File: src/rtl/rfu_dispatch.sv
module rfu_dispatch #(
  parameter int NSLOT = 4,
  parameter int NOPND = 4,
  parameter int W     = 32,
  parameter int OPW   = 6,
  parameter int LATW  = 4
) (
  input  logic               clk,
  input  logic               rst_n,
  input  logic               op_issue,
  input  logic [OPW-1:0]     op_code,
  input  logic [NOPND*W-1:0] rf_data,
  input  logic [NOPND-1:0]   rf_valid,
  input  logic               cfg_done,
  input  logic [LATW-1:0]    cfg_lat,
  output logic               cfg_req,
  output logic [OPW-1:0]     cfg_op,
  output logic               stall,
  output logic               wb_valid,
  output logic [W-1:0]       wb_data
);
  localparam int SW = (NSLOT > 1) ? $clog2(NSLOT) : 1;

  typedef enum logic [1:0] {S_IDLE, S_BUSY, S_MISS} st_t;
  st_t st;

  logic [OPW-1:0]  tag  [NSLOT];
  logic [LATW-1:0] lat  [NSLOT];
  logic [NSLOT-1:0] tvld, hit;
  logic [SW-1:0]   rr, sel, hit_idx;
  logic [LATW-1:0] cnt;
  logic [W-1:0]    res [NSLOT];
  logic            all_v;

  assign all_v = &rf_valid;

  function automatic logic [W-1:0] slot_fn(input logic [1:0] f, input logic [NOPND*W-1:0] d);
    logic [W-1:0] acc, a0, rev;
    a0  = d[W-1:0];
    acc = (f == 2'd2) ? '1 : '0;
    for (int k = 0; k < NOPND; k++) begin
      case (f)
        2'd0: acc = acc + d[k*W +: W];
        2'd1: acc = acc ^ d[k*W +: W];
        default: acc = acc & d[k*W +: W];
      endcase
    end
    for (int b = 0; b < W; b++) rev[b] = a0[W-1-b];
    if (f == 2'd3) acc = rev ^ d[(NOPND-1)*W +: W];
    return acc;
  endfunction

  for (genvar i = 0; i < NSLOT; i++) begin : g_slot
    assign hit[i] = tvld[i] && (tag[i] == op_code);
    assign res[i] = slot_fn(tag[i][1:0], rf_data);
  end

  always_comb begin
    hit_idx = '0;
    for (int i = 0; i < NSLOT; i++)
      if (hit[i]) hit_idx = SW'(i);
  end

  assign wb_valid = (st == S_BUSY) && all_v && (cnt == '0);
  assign wb_data  = wb_valid ? res[sel] : '0;
  assign stall    = op_issue && !wb_valid;
  assign cfg_req  = (st == S_MISS);

  always_ff @(posedge clk) begin
    if (!rst_n) begin
      st     <= S_IDLE;
      tvld   <= '0;
      rr     <= '0;
      sel    <= '0;
      cnt    <= '0;
      cfg_op <= '0;
      for (int i = 0; i < NSLOT; i++) begin
        tag[i] <= '0;
        lat[i] <= '0;
      end
    end else begin
      case (st)
        S_IDLE: if (op_issue) begin
          if (|hit) begin
            st  <= S_BUSY;
            sel <= hit_idx;
            cnt <= lat[hit_idx];
          end else begin
            st     <= S_MISS;
            cfg_op <= op_code;
          end
        end
        S_MISS: if (cfg_done) begin
          tag[rr]  <= cfg_op;
          lat[rr]  <= cfg_lat;
          tvld[rr] <= 1'b1;
          sel      <= rr;
          cnt      <= cfg_lat;
          rr       <= (rr == SW'(NSLOT-1)) ? '0 : rr + 1'b1;
          st       <= S_BUSY;
        end
        S_BUSY: begin
          if (wb_valid)   st  <= S_IDLE;
          else if (!all_v) cnt <= lat[sel];
          else            cnt <= cnt - 1'b1;
        end
        default: st <= S_IDLE;
      endcase
    end
  end

  p_tag_unique_r6: assert property (@(posedge clk) disable iff (!rst_n) $onehot0(hit));
  p_wb_single_r2:  assert property (@(posedge clk) disable iff (!rst_n) wb_valid |=> !wb_valid);
  p_wb_opnds_r3:   assert property (@(posedge clk) disable iff (!rst_n) wb_valid |-> all_v);
  p_settle_r4:     assert property (@(posedge clk) disable iff (!rst_n)
                     (wb_valid && lat[sel] != '0) |-> $past(all_v));
  p_req_hold_r5:   assert property (@(posedge clk) disable iff (!rst_n)
                     (cfg_req && !cfg_done) |=> (cfg_req && $stable(cfg_op)));
  p_req_stall_r5:  assert property (@(posedge clk) disable iff (!rst_n) cfg_req |-> stall);
  p_rr_step_r6:    assert property (@(posedge clk) disable iff (!rst_n)
                     (cfg_req && cfg_done) |=> (rr != $past(rr)));
endmodule

File: config.mk
export PLATFORM = sky130hd
export DESIGN_NAME = rfu_dispatch
export DESIGN_NICKNAME = d
export VERILOG_FILES = /design/src/rtl/rfu_dispatch.sv
export SDC_FILE = /design/constraint.sdc
export NUM_CORES = 2
export LEC_CHECK = 0
export BUFFER_PORTS_ARGS = -buffer_cell sky130_fd_sc_hd__buf_2
export CAP_MARGIN = 5
export CORE_ASPECT_RATIO = 1.75
export CORE_UTILIZATION = 35
export CTS_BUF_LIST = sky130_fd_sc_hd__clkbuf_16
export CTS_CLUSTER_SIZE = 8
export DETAILED_ROUTE_END_ITERATION = 12
export HOLD_SLACK_MARGIN = 0.08
export PLACE_DENSITY_LB_ADDON = 0.15
export SLEW_MARGIN = 40
export SYNTH_ARGS = -nofsm -noshare
export SYNTH_HDL_FRONTEND = slang
export SYNTH_SLANG_ARGS = --single-unit
File: constraint.sdc
create_clock -name clk -period 19.1 [get_ports clk]
set_clock_uncertainty 0.2 [all_clocks]
set_input_delay 4.775 -clock clk [delete_from_list [all_inputs] [get_ports clk]]
set_output_delay 4.775 -clock clk [all_outputs]
set_load 0.01 [all_outputs]
# Word-level counts from Yosys, hierarchy flattened
# Memory sizes are Yosys's and may differ from the RTL's. A register that Yosys moved wholly into a read port is not among the register bits.
# Index checks and enable logic that the tools add are counted.
# totals
register_bits,20
ramBits,40
out_inout_bits,41
word_cells,177
mem_count,2
# op_classes
addsub,18
order_cmp,3
n_eq_ne,24
mux,62
bitwise,36
reduce_logical,26
# mem_list
name,words,word_bits,read_ports,rd_ports_with_merged_regs,write_ports,line,text
tag,4,6,4,0,4,27,logic [OPW-1:0] tag [NSLOT];
lat,4,4,2,1,4,28,logic [LATW-1:0] lat [NSLOT];
# op_table
op,count
case mux 32 bit (2 select lines),16
XOR 32 bit,17
adder 32 bit,16
AND 32 bit,16
two-way mux 32 bit,11
binary-select mux 32 bit (select 2 bit),1
two-way mux 2 bit,14
== test 6 bit,4
two-way mux 4 bit,6
== test 2 bit (second input constant),10
case mux 4 bit (3 select lines),1
== test 2 x 1 -> 1 bit (second input constant),5
zero test 2 bit,5
inequality test 2 bit (second input constant),5
two-way mux 1 bit,9
logical AND 1 bit,8
AND reduction 4 bit,2
OR reduction 4 bit,2
two-way mux 6 bit,1
case mux 2 bit (3 select lines),1
AND reduction 3 bit,2
OR reduction 6 bit,1
AND reduction 5 bit,1
zero test 4 bit,1
other kinds (14),14

# Depth between registers and ports, before layout
# An unclocked memory read counts as a cell.
# logic_depth
depth_word,16
ltp_mapped,49
ltp_nobuf,45

# Worst setup path before layout
# Ideal clock, no wire load.
# synth_timing
path_type,input-to-output
from,input port rf_data[1]
to,output port wb_data[29]
arrival_time_ns,12.827
required_time_ns,14.125
slack_ns,1.298
cell_stages,45
path_buffers,3
cell_sequence,clkbuf_1 -> clkbuf_1 -> xnor2_1 -> ha_1 -> nand3_1 -> o31a_1 -> o21ai_0 -> o21ai_0 -> o31ai_1 -> a21oi_1 -> nor3_1 -> a21oi_1 -> o21ai_0 -> ha_1 -> a21oi_1 -> o21bai_1 -> a21o_1 -> a211oi_1 -> (+9 left out) -> o31ai_1 -> a41oi_2 -> nor2_1 -> xnor2_1 -> o21ai_0 -> ha_1 -> clkbuf_1 -> and4_1 -> nand2_1 -> o21ai_1 -> a211oi_1 -> nor3b_1 -> o31a_1 -> o31ai_2 -> xor2_1 -> mux4_2 -> nand3_1 -> o211ai_1
# synth_between
elab_chain_len,13
word_cells_on_any_way,72
cone_classes,16 x add/sub; 24 x mux; 32 x bitwise
# synth_rtl
item,line,text
start: declaration,12,"input logic [NOPND*W-1:0] rf_data,"
adder 32 bit (tied with other cells),43,2'd0: acc = acc + d[k*W +: W];
case mux 32 bit (2 select lines),42,case (f)
adder 32 bit (tied with other cells),43,
case mux 32 bit (2 select lines),42,
adder 32 bit (tied with other cells),43,
case mux 32 bit (2 select lines),42,
adder 32 bit (tied with other cells),43,
case mux 32 bit (2 select lines),42,
two-way mux 32 bit,49,if (f == 2'd3) acc = rev ^ d[(NOPND-1)*W +: W];
binary-select mux 32 bit (select 2 bit) (*),65,assign wb_data = wb_valid ? res[sel] : '0;
two-way mux 32 bit (not written as such) (*) (2 in series),65,
two-way mux 32 bit (*),65,
end: declaration,20,output logic [W-1:0] wb_data
# Mark *: on every way between the ends. The rest lies on a longest branch, timed or not. The select of a mux whose other input is x is not followed.

# Worst setup path in the final report
# Ends and elaborated chain as after synthesis.

==> out/results.txt <==
Synth cell count leaders -> a21oi_1, nand2_1, o21ai_0
Slew at the pin with the worst max-slew slack -> 1.051 ns
CTS tree -> done
Core area -> 0.09415 mm²
Final setup vio count -> 0
Port Buffers -> 186
Layout cells sized above 1 -> 13.42%
Layout Nets -> 5574
Slowest-stage cell, CP -> o31ai_2
Clock buffer depth -> 2
Place WS -> -0.001326 ns
Cell area after synthesis -> 0.03323 mm²
Grt ovf -> 0
Clock transition at the registers of the reported paths -> 0.05 ns
Synth warn -> 0
Fin crit period -> 18.79 ns
CTS root buf -> clkbuf_16
Post-Syn Instances -> 4863
EDFF count, synth -> 40
Post-CTS Hold Buffers -> 0
Ranking of synthesized cells by area -> ha_1, a21oi_1, o21ai_0, xnor2_1, nand2_1
Final Worst Setup Slack -> 0.3088 ns
Residual DRC -> 0
Clock sink count -> 62
First-pass GRT wire length -> 263.8 mm
Hold Crit Class -> reg2reg
Largest net degree at the start of global routing -> 102
Avg Inst Size Synth -> 6.833 µm²
Setup crit start kind -> input port
Design Area, Final -> 0.03696 mm²
Die W -> 234.9 µm
Power Density -> 78.71 mW/mm²
Data required, critical path -> 14.12 ns
DR WL/cell -> 30.09 µm
Final Routed Wirelength -> 187.4 mm
Antenna viol nets, final -> 0
Max Clk Rate -> 0.05322 GHz
Total GRT Usage -> 37.43%
Num CTS Buffers -> 9
Unique masters post-synth -> 91
RSZ-0062 raised after global routing -> no
IO Pins -> 187
Outcome -> finished, final reports clean
Chip height -> 409.6 µm
Count of pins over their slew limit -> 0
Fill cell count -> 10240
Critical Path Fanout Max -> 12
Final period util -> 98.38%
Final hold violation count -> 0
FFs w/ async S/R, synth -> 0%
Max cap viols -> 0
Total Neg Setup Slack -> 0 ns
DRT Pass-1 Iters -> 5
Starting Density -> 35.29%
Synth Flop Type -> edfxtp_1
Top-area cell type share of the netlist area -> 16.19%
H-Tree Depth -> 3
Max-slew headroom -> 29.93%
Final core utilization -> 39.26%
Cell taking the most area after synthesis -> ha_1
Die footprint -> 0.09622 mm²
Worst-Skew Late Latency -> 0.34 ns
Layout area overhead -> 11.23%
Most common cell in the netlist -> a21oi_1
Placer congestion estimate -> 1.031
Critical Path Sink Type -> output pin
Hold Slack -> 0.3224 ns
Static Leakage -> 15.95 nW
WS Path Type -> in2out
Iter 0 DRT Violations -> 3672
Worst path arrival time -> 13.82 ns
Vias in the first global route -> 38570
Register bit total from synthesis -> 62
Max incr delay on CP -> 0.63 ns
Sequential element share of the synthesized area -> 4.941%
Cell Rows -> 149
DP Area -> 0.03634 mm²
Maximum vdd drop -> 0.1242 mV
Syn_nets -> 5451
Routed vias/inst -> 6.481
Vias post-DR -> 40380
Initial antenna violation count -> 52
Hpwl dp -> 153.8 mm
-- through the flow --
| stage | std cells | power (mW) |
|---|---|---|
| 6_report | 6230 | 2.909 |
| 5_1_grt | 6221 | 3.105 |
| 3_5_place_dp | 6177 | 2.664 |
| 3_3_place_gp | 6177 | 2.656 |
| 2_1_floorplan | 4863 | 1.851 |
| 4_1_cts | 6193 | 2.819 |
-- per-layer routing --
layer,track usage (%),vias to the layer above,wire length (µm)
met1,38.69,19270,65580
met2,65.33,2026,89630
met3,5.303,694,12520
met5,0,-,27
met4,34.61,4,19670
li1,-,18380,-
-- cells by family (layout without fill, tap and decap cells) --
logic type,Yosys count,in the layout,synth area share [%]
buf+inv,460,588,5.208
mux,186,186,6.774
simple gates,1501,1501,21.39
compound gates,1877,1877,35.94
other cells,0,31,0
fa+ha+maj,442,442,16.92
xor+xnor,335,335,8.830
flops,62,62,4.940
-- cells in the final DEF, fill, tap and decap left out, drive strengths merged, types with 42 or more instances in the layout --
| master | instances |
|---|---|
| a21oi | 527 |
| nand2 | 449 |
| xor2 | 142 |
| o21bai | 48 |
| o21a | 64 |
| mux2i | 55 |
| a21o | 223 |
| nor4 | 42 |
| nand3 | 109 |
| o211ai | 84 |
| a31oi | 63 |
| nor2b | 60 |
| and2 | 130 |
| nor2 | 395 |
| inv | 162 |
| o21ai | 456 |
| nand4 | 50 |
| buf | 408 |
| nor3 | 113 |
| ha | 430 |
| mux2 | 111 |
| xnor2 | 193 |
| a211oi | 86 |
-- critical path, delay by kind of cell --
family,cells,cell delay [ns]
adders and majority gates,4,1.33
xor gates and xnor gates,4,0.64
muxes,2,0.42
and+or+nand+nor,7,1.03
buffers and inverters,5,1.07
AOI/OAI and AO/OA,18,4.54
-- area by class of cell --
type	count	area, µm²	area share (%)
diodes	31	77.57	0.2099
clock buffers	9	225.2	0.6094
clock inverters	7	33.78	0.09140
inverters	163	614.3	1.662
multi-input cells	4341	30190	81.69
flip-flops and latches	62	1644	4.448
well taps	1208	1511	4.090
repair buffers	409	2660	7.197
-- sequential cells by signal (all words and copies together) (netlist names), named ones only --
signal  flops
lat        16
st          2
rr          2
cnt         4
sel         2
tag        24
cfg_op      6
tvld        4
-- final timing paths --
check / start / endpoint / slack, ns / cells after the start
max: rf_data[1] / wb_data[29] / 0.31 / 40
min: tvld[1] / tvld[1] / 0.32 / 2
max reg2reg: tag[3][1] / cnt[2] / 14.82 / 12
min reg2reg: tvld[1] / tvld[1] / 0.32 / 2
-- power by group --
group / leakage (nW) / internal (mW) / total, mW / switching [mW]
combinational: 15.2 / 1.02 / 2.60 / 1.57
clock: 0.135 / 0.0854 / 0.143 / 0.0577
sequential: 0.593 / 0.157 / 0.170 / 0.0136
total: 16.0 / 1.26 / 2.91 / 1.64
-- what timing repair did --
action | CTS | global route
endpoints found under the setup margin | 1 | 10
setup buffers | 0 | 5
resized for setup | 1 | 71
pin swaps | 0 | 13
Note: power is estimated with default switching activity, not from simulation.
